`config.mk`:
```
export PLATFORM = sky130hd
export DESIGN_NAME = page_wrap_addr_ctr
export DESIGN_NICKNAME = d
export VERILOG_FILES = /design/src/rtl/addr_ptr_pkg.sv /design/src/rtl/ptr_cmd_decode.sv /design/src/rtl/ptr_next_calc.sv /design/src/rtl/ptr_reg.sv /design/src/rtl/page_wrap_addr_ctr.sv
export SDC_FILE = /design/constraint.sdc
export NUM_CORES = 1
export LEC_CHECK = 0
export CORE_MARGIN = 4
export CORE_UTILIZATION = 44
export CTS_CLUSTER_DIAMETER = 40
export DETAILED_ROUTE_END_ITERATION = 6
export GPL_ROUTABILITY_DRIVEN = 0
export GPL_TIMING_DRIVEN = 0
export PLACE_DENSITY_LB_ADDON = 0.08
export SLEW_MARGIN = 20
export SYNTH_ARGS = -nofsm -noshare
export SYNTH_HDL_FRONTEND = slang
export SYNTH_SLANG_ARGS = --single-unit
export TNS_END_PERCENT = 30
```
`constraint.sdc`:
```
create_clock -name clk -period 4 [get_ports clk]
set_clock_uncertainty 0.15 [all_clocks]
set_input_delay 0.8 -clock clk [delete_from_list [all_inputs] [get_ports clk]]
set_output_delay 0.8 -clock clk [all_outputs]
set_load 0.01 [all_outputs]
```
`src/rtl/addr_ptr_pkg.sv`:
```
package addr_ptr_pkg;

    localparam int unsigned DEF_PTR_W  = 16;
    localparam int unsigned DEF_LANE_W = 8;
    localparam int unsigned DEF_OFS_W  = 7;

    typedef enum logic [1:0] {
        STEP_HOLD  = 2'd0,
        STEP_PAGE  = 2'd1,
        STEP_ARRAY = 2'd2
    } step_e;

    typedef struct packed {
        logic  load;
        step_e step;
    } ptr_cmd_t;

    function automatic ptr_cmd_t make_cmd(input logic any_load,
                                          input logic wr_step,
                                          input logic rd_step);
        ptr_cmd_t c;
        c.load = any_load;
        if (wr_step)      c.step = STEP_PAGE;
        else if (rd_step) c.step = STEP_ARRAY;
        else              c.step = STEP_HOLD;
        return c;
    endfunction

endpackage

```
`src/rtl/ptr_cmd_decode.sv`:
```
module ptr_cmd_decode
    import addr_ptr_pkg::*;
#(
    parameter int unsigned LANES = 2
) (
    input  logic             load_hi,
    input  logic             load_lo,
    input  logic             inc_write,
    input  logic             inc_read,
    output logic [LANES-1:0] lane_load,
    output ptr_cmd_t         cmd
);

    for (genvar i = 0; i < LANES; i++) begin : g_lane
        if (i == LANES - 1) begin : g_top
            assign lane_load[i] = load_hi;
        end else if (i == 0) begin : g_bot
            assign lane_load[i] = load_lo;
        end else begin : g_mid
            assign lane_load[i] = 1'b0;
        end
    end

    assign cmd = make_cmd(load_hi | load_lo, inc_write, inc_read);

endmodule

```
`src/rtl/ptr_next_calc.sv`:
```
module ptr_next_calc
    import addr_ptr_pkg::*;
#(
    parameter int unsigned PTR_W  = DEF_PTR_W,
    parameter int unsigned LANE_W = DEF_LANE_W,
    parameter int unsigned OFS_W  = DEF_OFS_W
) (
    input  logic [PTR_W-1:0]        cur,
    input  logic [LANE_W-1:0]       din,
    input  logic [PTR_W/LANE_W-1:0] lane_load,
    input  ptr_cmd_t                cmd,
    output logic [PTR_W-1:0]        nxt
);

    localparam int unsigned LANES = PTR_W / LANE_W;

    logic [PTR_W-1:0] stepped;

    always_comb begin
        stepped = cur;
        if (!cmd.load) begin
            case (cmd.step)
                STEP_PAGE:  stepped = {cur[PTR_W-1:OFS_W], cur[OFS_W-1:0] + OFS_W'(1)};
                STEP_ARRAY: stepped = cur + PTR_W'(1);
                default:    stepped = cur;
            endcase
        end
    end

    for (genvar i = 0; i < LANES; i++) begin : g_mux
        assign nxt[i*LANE_W +: LANE_W] = lane_load[i] ? din : stepped[i*LANE_W +: LANE_W];
    end

endmodule

```
`src/rtl/ptr_reg.sv`:
```
module ptr_reg #(
    parameter int unsigned PTR_W = 16
) (
    input  logic             clk,
    input  logic             rst,
    input  logic [PTR_W-1:0] nxt,
    output logic [PTR_W-1:0] q
);

    always_ff @(posedge clk) begin
        if (rst) q <= '0;
        else     q <= nxt;
    end

endmodule

```
`src/rtl/page_wrap_addr_ctr.sv`:
```
module page_wrap_addr_ctr
    import addr_ptr_pkg::*;
#(
    parameter int unsigned PTR_W  = DEF_PTR_W,
    parameter int unsigned LANE_W = DEF_LANE_W,
    parameter int unsigned OFS_W  = DEF_OFS_W
) (
    input  logic              clk,
    input  logic              rst,
    input  logic              load_hi,
    input  logic              load_lo,
    input  logic              inc_write,
    input  logic              inc_read,
    input  logic [LANE_W-1:0] din,
    output logic [PTR_W-1:0]  addr
);

    localparam int unsigned LANES = PTR_W / LANE_W;

    logic [LANES-1:0] lane_load;
    ptr_cmd_t         cmd;
    logic [PTR_W-1:0] nxt;

    ptr_cmd_decode #(.LANES(LANES)) u_dec (
        .load_hi   (load_hi),
        .load_lo   (load_lo),
        .inc_write (inc_write),
        .inc_read  (inc_read),
        .lane_load (lane_load),
        .cmd       (cmd)
    );

    ptr_next_calc #(.PTR_W(PTR_W), .LANE_W(LANE_W), .OFS_W(OFS_W)) u_calc (
        .cur       (addr),
        .din       (din),
        .lane_load (lane_load),
        .cmd       (cmd),
        .nxt       (nxt)
    );

    ptr_reg #(.PTR_W(PTR_W)) u_reg (
        .clk (clk),
        .rst (rst),
        .nxt (nxt),
        .q   (addr)
    );

endmodule

```
==> results of run 1 <==
==> cell families (layout without fill, tap and decap cells) <==
kind of cell | count (synthesis) | after routing | synth area share (%)
compound gates | 25 | 25 | 19.1
xor+xnor | 8 | 8 | 6.99
fa+ha+maj | 1 | 1 | 1.25
buf+inv | 14 | 45 | 5.37
flops | 16 | 16 | 32.0
mux | 1 | 1 | 0.999
simple gates | 50 | 50 | 34.3
==> Yosys cell counts, types with 2 or more instances <==
master,n,share of area [%]
a2111oi_2,2,3.0
a211oi_1,4,3.0
a21o_1,3,2.2
a21oi_1,7,3.5
clkbuf_1,5,1.9
dfxtp_1,16,32
inv_1,8,3.0
nand2_1,7,2.6
nand3_1,2,1.0
nand4_1,7,4.4
nor2_1,6,2.2
nor2b_1,4,2.5
nor3_1,8,4.0
nor4_1,3,1.9
nor4_4,2,4.2
xnor2_1,4,3.5
xor2_1,4,3.5
==> power by group <==
group	switching [W]	internal (W)
Combinational	0.0000382	0.0000487
Clock	0.0000586	0.0000555
Sequential	0.0000181	0.000171
Total	0.000115	0.000275
==> worst min-delay path by stage <==
stage | startpoint | to | slack, ns | cells past startpoint
CTS | u_reg.q[1]$_SDFFE_PP0P_ | u_reg.q[1]$_SDFFE_PP0P_ | 0.45 | 2
finish | u_reg.q[1]$_SDFFE_PP0P_ | u_reg.q[1]$_SDFFE_PP0P_ | 0.44 | 2
floorplan | u_reg.q[1]$_SDFFE_PP0P_ | u_reg.q[1]$_SDFFE_PP0P_ | 0.41 | 2
global placement | u_reg.q[12]$_SDFFE_PP0P_ | u_reg.q[12]$_SDFFE_PP0P_ | 0.41 | 2
global route | u_reg.q[12]$_SDFFE_PP0P_ | u_reg.q[12]$_SDFFE_PP0P_ | 0.49 | 2
detailed placement | u_reg.q[12]$_SDFFE_PP0P_ | u_reg.q[12]$_SDFFE_PP0P_ | 0.43 | 2
==> metrics by stage <==
| stage | area (µm²) | instances | worst slack (ns) | hold WS (ns) |
|---|---|---|---|---|
| floorplan | 1000 | 115 | 2.00 | 0.415 |
| global placement | 1310 | 170 | 1.30 | 0.407 |
| detailed placement | 1310 | 170 | 1.28 | 0.426 |
| CTS | 1340 | 174 | 1.61 | 0.449 |
| global route | 1340 | 174 | 1.48 | 0.486 |
| finish | 1340 | 174 | 1.62 | 0.441 |
==> per-layer routing <==
| metal | part of all wire (%) | wire (µm) | vias up | global-route usage (%) |
|---|---|---|---|---|
| li1 | - | - | 491 | - |
| met1 | 45 | 1160 | 451 | 20.6 |
| met2 | 47 | 1210 | 35 | 28.5 |
| met3 | 5.2 | 133 | 11 | 3.94 |
| met4 | 2.1 | 55 | 0 | 7.64 |
| met5 | 0 | 0 | - | 0 |
==> layout by cell type (no fill, tap or decap), drive strengths merged, types with 2 or more instances in the layout <==
cell type / Yosys / layout
nand4: 7 / 7
inv: 8 / 8
nand4b: 2 / 2
and3b: 2 / 2
a211oi: 4 / 4
nor4: 6 / 6
a21o: 3 / 3
nor3: 9 / 9
xor2: 4 / 4
a2111oi: 3 / 3
dfxtp: 16 / 16
clkbuf: 5 / 9
nor2b: 4 / 4
xnor2: 4 / 4
nand2: 7 / 7
a21oi: 7 / 7
clkdlybuf4s50: 0 / 27
nand3: 2 / 2
nor2: 6 / 6
==> layout make-up <==
cell class                      instances  area [µm²]
Inverter                                8        30.0
Fill cell                             201         847
Timing Repair Buffer                   27         270
Buffer                                  6        23.8
Clock buffer                            4        36.3
Multi-Input combinational cell         85         628
Sequential cell                        16         320
Tap cell                               28        35.0
==> worst max-delay path: stages <==
cell and delay [ns]:
clkdlybuf4s50_1 0.53, nand2b_1 0.32, nor3_1 0.39, a31oi_1 0.14, o31a_1 0.25
==> run_results.csv, run 1 <==
group,metric,value,unit
synth,synth.distinct_cells,40,
worst_setup_path,r2r_start,"u_reg.q[0]$_SDFFE_PP0P_",
synth,ys.flop_type,"dfxtp_1",
sta,setup_viol,0,
synth,avgSynthCellArea,8.71,µm²
pwr,power.total,0.000390,W
worst_setup_path,crit_path_max_fanout,6,
floorplan,core,2190,µm²
pwr,leakage,0.507,nW
synth,ys_warn_count,0,
sta,rsz0062_at_grt,"false",
final_layout,biggestRegsByFlops,"u_reg.q (16)",
pwr,ir_worst_vdd,268,µV
cts,clkTransAtPathRegs,0.11,ns
worst_setup_path,crit_path_end_kind,"flip-flop",
sta,maxSlewViolCount,0,
sta,tns,0,ns
cts,clock_sink_count,16,
sta,min_period,2.38,ns
routing,routed_wl,2560,µm
floorplan,num_rows,17,
cts,ctsHtreeMaxLevel,1,
worst_setup_path,ff2ff_path_depth,5,
synth,syn_nets,130,
sta,tightest_slew,0.514,ns
cts,clk_path_buf_depth,2,
worst_hold_path,hold_path_class,"reg -> reg",
routing,ant_nets,0,
cts,clockRootBuffer,"clkbuf_4",
cts,cts_repair_resize_count,0,
floorplan,dieArea,3110,µm²
cts,holdBufCountCts,0,
sta,fmax,419,MHz
routing,drt-vias-per-instance,5.68,
worst_setup_path,cp.required,4.05,ns
synth,async_flop_share,0,%
place,dpl.hpwl,1940,µm
grt,grt_pass1_wl,4250,µm
worst_setup_path,reg2reg_to,"u_reg.q[14]$_SDFFE_PP0P_",
sta,min_period_over_period,59.6,%
floorplan,die_h,55.7,µm
final_layout,final_core_util,61.3,%
worst_setup_path,cp-startpoint,"load_lo",
grt,antenna_found_initial,0,
worst_setup_path,endpoint,"u_reg.q[10]$_SDFFE_PP0P_",
cts,numCtsBuffers,3,
sta,hold_viol,0,
synth,synth-edff-count,0,
worst_setup_path,startpoint_type,"input port",
worst_setup_path,worst-endpoint-arrival,2.44,ns
floorplan,io_pins,30,
outcome,status,"complete, no violations",
final_layout,drive_above_1_share,10.3,%
routing,first_pass_iters,4,
grt,gr-total-overflow,0,
cts,cts_tree,"done",
final_layout,largest_reg_flops,16,
synth,netlist_area,1000,µm²
grt,grt_max_degree,11,
grt,grt_use_total,17.0,%
cts,cts_setup_buffers,0,
flow_run,maxCapViolCount,0,
cts,clkLatencyLatePin,0.30,ns
final_layout,regMostFlops,"u_reg.q",
synth,syn_inst,115,
routing,routedWlPerCell,14.7,µm
routing,vias,988,
final_layout,area_growth,34.1,%
routing,drc_errors,0,
floorplan,die_w,55.7,µm
floorplan,initial_core_util,45.7,%
routing,drtIter0Drc,15,
grt,grt_pass1_vias,966,
synth,ys_seq_elements,16,
worst_setup_path,rrSetupSlack,2.00,ns
worst_setup_path,worst-setup-path-type,"in -> reg",
sta,max_slew_margin,65.7,%
synth,seq_area_frac_synth,32.0,%
final_layout,layout.nets,162,
pwr,powerDensity,290,nW/µm²
place,numPortBuffers,27,
final_layout,diodes,0,
Note: power is estimated with default switching activity, not from simulation.
==> run 2: changes to the inputs <==
--- a/config.mk
+++ b/config.mk
@@ -6,7 +6,7 @@
 export NUM_CORES = 1
 export LEC_CHECK = 0
 export CORE_MARGIN = 4
-export CORE_UTILIZATION = 44
+export CORE_UTILIZATION = 41
 export CTS_CLUSTER_DIAMETER = 40
 export DETAILED_ROUTE_END_ITERATION = 6
 export GPL_ROUTABILITY_DRIVEN = 0
==> constraint.sdc (replaced) <==
create_clock -name clk -period 1.9 [get_ports clk]
set_clock_uncertainty 0.15 [all_clocks]
set_input_delay 0.38 -clock clk [delete_from_list [all_inputs] [get_ports clk]]
set_output_delay 0.38 -clock clk [all_outputs]
set_load 0.01 [all_outputs]
==> run 2 against run 1 <==
  * Worst setup slack worse by 1.6 ns
  * Combinational power up 140%
  * Global-route usage down 0.25 points
  * Design area up 12%
  * Via count up 6.2%
  * Non-clock buffer count up 11
  * Critical path type is now reg -> out
  * Highest routed layer unchanged
==> run_results.csv, run 2 (synthesis gave the netlist of run 1 again) <==
group,metric,value,unit
pwr,power_frac_comb,24.6,%
floorplan,io_pins,30,
floorplan,initial_core_util,44.0,%
worst_setup_path,worst-setup-path-type,"reg -> out",
routing,first_pass_iters,4,
grt,grt_max_degree,11,
final_layout,regMostFlops,"u_reg.q",
place,dpl.hpwl,2020,µm
outcome,status,"complete, no violations",
final_layout,area_growth,49.8,%
cts,clock_sink_count,16,
final_layout,fillers,195,
sta,tightest_slew,0.548,ns
cts,clk_path_buf_depth,2,
grt,gr-total-overflow,0,
worst_setup_path,startpoint_type,"flip-flop",
sta,hold_viol,0,
routing,routedWlPerCell,15.4,µm
sta,setup_slack,0.0509,ns
routing,routed_wl,2850,µm
final_layout,seqCellArea,337,µm²
cts,cts_tree,"done",
sta,fmax,541,MHz
worst_setup_path,worst-endpoint-arrival,1.32,ns
routing,drt-vias-per-instance,5.67,
floorplan,die_h,57.4,µm
worst_setup_path,crit_path_end_kind,"primary output",
pwr,ir_worst_vdd,407,µV
pwr,clkPwrFrac,27.7,%
worst_setup_path,cp.required,1.37,ns
worst_setup_path,crit_path_max_fanout,5,
sta,setup_viol,0,
final_layout,mostFrequentLayoutCells,"clkdlybuf4s50_1, buf_4, inv_1",
pwr,leakage,0.629,nW
routing,drc_errors,0,
sta,whs,0.380,ns
final_layout,diodes,0,
cts,numCtsBuffers,3,
routing,vias,1049,
final_layout,final_core_util,66.0,%
routing,ant_nets,0,
pwr,power.share.sequential,47.8,%
grt,grt_use_total,16.8,%
floorplan,dieArea,3300,µm²
grt,antenna_found_initial,0,
worst_hold_path,hold_path_class,"in -> reg",
cts,clkLatencyLatePin,0.29,ns
final_layout,layout.nets,173,
place,preCtsSetupSlack,-0.431,ns
final_layout,largest_reg_flops,16,
cts,ctsHtreeMaxLevel,1,
grt,grt_pass1_wl,4440,µm
final_layout,multiInputGateArea,679,µm²
sta,min_period_over_period,97.3,%
sta,max_slew_margin,63.5,%
place,numPortBuffers,27,
floorplan,die_w,57.4,µm
floorplan,num_rows,17,
grt,grt_pass1_vias,972,
pwr,switchingPower,0.000243,W
cts,clkTransAtPathRegs,0.10,ns
flow_run,maxCapViolCount,0,
routing,drtIter0Drc,23,
final_layout,biggestRegsByFlops,"u_reg.q (16)",
floorplan,core,2280,µm²
pwr,p_int,0.000595,W
pwr,powerDensity,558,nW/µm²
final_layout,drive_above_1_share,25.5,%
final_layout,final_common_cell,"clkdlybuf4s50_1",
cts,clockRootBuffer,"clkbuf_4",
sta,maxSlewViolCount,0,
sta,min_period,1.85,ns
pwr,switching_share,29.0,%
## run 2: power by group through the flow
stage / Combinational [W] / Clock [W] / Sequential, W
floorplan: 0.0000807 / 0 / 0.000409
global placement: 0.000181 / 0 / 0.000404
detailed placement: 0.000183 / 0 / 0.000406
CTS: 0.000185 / 0.000237 / 0.000399
global route: 0.000222 / 0.000252 / 0.000406
finish: 0.000206 / 0.000232 / 0.000400
## run 2: routing by layer
layer | track usage, % | share of wire, % | up-vias
li1 | - | - | 513
met5 | 0 | 0 | -
met1 | 21.6 | 44 | 497
met4 | 4.30 | 0.74 | 0
met3 | 4.98 | 5.4 | 4
met2 | 27.3 | 50 | 35
## run 2: what timing repair did
| action | in CTS | in global routing |
|---|---|---|
| buffers inserted | 2 | 9 |
| pin swaps | 2 | 3 |
| hold buffers | 0 | 0 |
| gates resized for setup | 4 | 19 |
| setup endpoints to repair | 10 | 11 |
| gates cloned | 0 | 0 |
## run 2: through the flow
step | TNS, ns | power, W | cells | instance area [µm²]
floorplan | 0 | 0.000490 | 115 | 1000
global placement | -2.37 | 0.000585 | 170 | 1310
detailed placement | -2.98 | 0.000589 | 170 | 1310
CTS | -0.0626 | 0.000821 | 176 | 1360
global route | -0.0364 | 0.000879 | 185 | 1500
finish | 0 | 0.000838 | 185 | 1500
## run 2: path summary, 6_finish.rpt
kind                                              start                  endpoint  slack [ns]  depth (start not counted)
worst max-delay path            u_reg.q[1]$_SDFFE_PP0P_                   addr[1]        0.05                          2
worst min-delay path                            load_lo   u_reg.q[4]$_SDFFE_PP0P_        0.38                          3
worst max register to register  u_reg.q[0]$_SDFFE_PP0P_  u_reg.q[12]$_SDFFE_PP0P_        0.07                          6
worst min register to register  u_reg.q[1]$_SDFFE_PP0P_   u_reg.q[1]$_SDFFE_PP0P_        0.41                          2
## run 2: final cells by class
type | instances | area share (%)
tap | 28 | 2.33
clock buffer | 4 | 2.42
multi-input combinational | 85 | 45.3
inverter | 8 | 2.00
buffer | 6 | 1.58
timing repair buffer | 38 | 24.0
sequential | 16 | 22.4
## run 2: worst max-delay path: stages, from the launching register on
cell,delay [ns]
dfxtp_4,0.39
buf_4,0.12
clkdlybuf4s50_1,0.52
==> run 3: changes to the inputs <==
--- a/config.mk
+++ b/config.mk
@@ -7,6 +7,7 @@
 export LEC_CHECK = 0
 export CORE_MARGIN = 4
 export CORE_UTILIZATION = 41
+export CTS_BUF_LIST = sky130_fd_sc_hd__clkbuf_16
 export CTS_CLUSTER_DIAMETER = 40
 export DETAILED_ROUTE_END_ITERATION = 6
 export GPL_ROUTABILITY_DRIVEN = 0
==> run 3 against run 2 <==
  * Maximum frequency grew 0.44%
  * Worst setup slack gained 0.0082 ns
  * Clock power grew 78%
  * Hold slack gained 0.028 ns
  * Clock-buffer cell count shrank 1
  * Global-route usage grew 0.69 points
  * Power grew 21%
  * Combinational power shrank 4%
  * Design area shrank 0.67%
  * Largest cell class unchanged
  * Largest power group is now clock
==> run_results.csv, run 3 (synthesis gave the netlist of run 1 again) <==
group,metric,value,unit
cts,ctsHtreeMaxLevel,1,
final_layout,fillers,187,
worst_setup_path,cp-startpoint,"u_reg.q[9]$_SDFFE_PP0P_",
final_layout,layout.nets,168,
routing,drt-vias-per-instance,5.71,
final_layout,mostFrequentLayoutCells,"clkdlybuf4s50_1, dfxtp_1, inv_1",
grt,grt_pass1_wl,4620,µm
routing,routedWlPerCell,15.9,µm
cts,cts_tree,"done",
pwr,power_frac_comb,19.5,%
floorplan,initial_core_util,44.0,%
sta,max_slew_margin,64.9,%
grt,grt_pass1_vias,985,
cts,clockRootBuffer,"clkbuf_16",
worst_hold_path,hp-start,"u_reg.q[1]$_SDFFE_PP0P_",
final_layout,largest_reg_flops,16,
outcome,status,"complete, no violations",
floorplan,die_w,57.4,µm
final_layout,regMostFlops,"u_reg.q",
floorplan,die_h,57.4,µm
sta,tightest_slew,0.526,ns
sta,hold_viol,0,
place,dpl.hpwl,2020,µm
cts,numCtsBuffers,3,
pwr,power.share.sequential,39.6,%
worst_setup_path,cp.required,1.37,ns
worst_hold_path,hold_path_class,"reg -> reg",
final_layout,final_common_cell,"clkdlybuf4s50_1",
sta,min_period,1.84,ns
pwr,p_int,0.000750,W
cts,clkTransAtPathRegs,0.05,ns
worst_setup_path,cp_top_family,"buffers and inverters",
grt,antenna_found_initial,0,
cts,clkLatencyLatePin,0.25,ns
floorplan,dieArea,3300,µm²
flow_run,maxCapViolCount,0,
routing,ant_nets,0,
worst_setup_path,slowest_stage,"clkdlybuf4s50_1",
grt,grtUsageMet3,4.98,%
routing,vias,1027,
sta,fmax,543,MHz
worst_setup_path,crit_path_end_kind,"primary output",
sta,rsz0062_at_grt,"false",
pwr,switchingPower,0.000261,W
final_layout,diodes,0,
worst_setup_path,cp_cell_sequence,"clkdlybuf4s50_1",
floorplan,num_rows,17,
worst_setup_path,startpoint_type,"flip-flop",
final_layout,seqCellArea,329,µm²
worst_setup_path,r2r_start,"u_reg.q[5]$_SDFFE_PP0P_",
floorplan,io_pins,30,
worst_setup_path,worst-endpoint-arrival,1.31,ns
grt,grt_use_total,17.5,%
final_layout,multiInputGateArea,679,µm²
final_layout,drive_above_1_share,18.4,%
final_layout,area_growth,48.8,%
pwr,clkPwrFrac,40.9,%
floorplan,core,2280,µm²
final_layout,biggestRegsByFlops,"u_reg.q (16)",
routing,drtIter0Drc,22,
worst_setup_path,worst-setup-path-type,"reg -> out",
routing,drc_errors,0,
sta,min_period_over_period,96.9,%
grt,grt_use_met2,28.9,%
sta,maxSlewViolCount,0,
grt,grt_util_met1,22.6,%
routing,first_pass_iters,6,
grt,gr-total-overflow,0,
cts,holdBufCountCts,0,
grt,grt.busiest_layer,"met2",
pwr,leakage,0.605,nW
pwr,powerDensity,678,nW/µm²
routing,routed_wl,2860,µm
worst_setup_path,slowest_delay,0.59,ns
worst_setup_path,path_buf_inv,1,
place,numPortBuffers,27,
grt,grt_max_degree,11,
final_layout,final_core_util,65.5,%
pwr,switching_share,25.8,%
pwr,ir_worst_vdd,649,µV
sta,setup_viol,0,
sta,setup_slack,0.0591,ns
place,preCtsSetupSlack,-0.431,ns
worst_setup_path,crit_path_max_fanout,8,
cts,clock_sink_count,16,
cts,clk_path_buf_depth,2,
run 3: final cells by class:
class / count / area share, %
Sequential cell: 16 / 22.1
Buffer: 6 / 1.59
Clock inverter: 1 / 0.252
Tap cell: 28 / 2.35
Inverter: 8 / 2.01
Multi-Input combinational cell: 85 / 45.6
Clock buffer: 3 / 5.03
Timing Repair Buffer: 33 / 21.1
run 3: worst paths after layout:
| path | depth (start not counted) | slack, ns | endpoint |
|---|---|---|---|
| worst max-delay path | 1 | 0.06 | addr[9] |
| worst min-delay path | 2 | 0.41 | u_reg.q[1]$_SDFFE_PP0P_ |
| worst max register to register | 5 | 0.10 | u_reg.q[13]$_SDFFE_PP0P_ |
| worst min register to register | 2 | 0.41 | u_reg.q[1]$_SDFFE_PP0P_ |
run 3: power groups by stage:
| stage | clock network, W | registers [W] | logic, W |
|---|---|---|---|
| finish | 0.000413 | 0.000400 | 0.000198 |
| global placement | 0 | 0.000404 | 0.000181 |
| CTS | 0.000419 | 0.000399 | 0.000184 |
| detailed placement | 0 | 0.000406 | 0.000183 |
| floorplan | 0 | 0.000409 | 0.0000807 |
| global route | 0.000433 | 0.000404 | 0.000213 |
run 3: repair_timing:
item / 4_1_cts / 5_1_grt
pin swaps: 2 / 2
resized for setup: 6 / 11
setup buffers: 3 / 3
setup endpoints to repair: 8 / 10
run 3: layer usage:
| metal | share of wire, % | routed length [µm] |
|---|---|---|
| met5 | 0 | 0 |
| met4 | 1.2 | 33 |
| met3 | 4.5 | 128 |
| met2 | 49 | 1410 |
| met1 | 45 | 1280 |
run 3: metrics by stage:
step | instance area, µm² | TNS [ns] | hold WS [ns] | std cells | total power (W)
final | 1490 | 0 | 0.408 | 180 | 0.00101
after floorplan | 1000 | 0 | 0.380 | 115 | 0.000490
after detailed placement | 1310 | -2.98 | 0.414 | 170 | 0.000589
after global routing | 1490 | 0 | 0.419 | 180 | 0.00105
after global placement | 1310 | -2.37 | 0.410 | 170 | 0.000585
after CTS | 1420 | -0.0562 | 0.429 | 177 | 0.00100
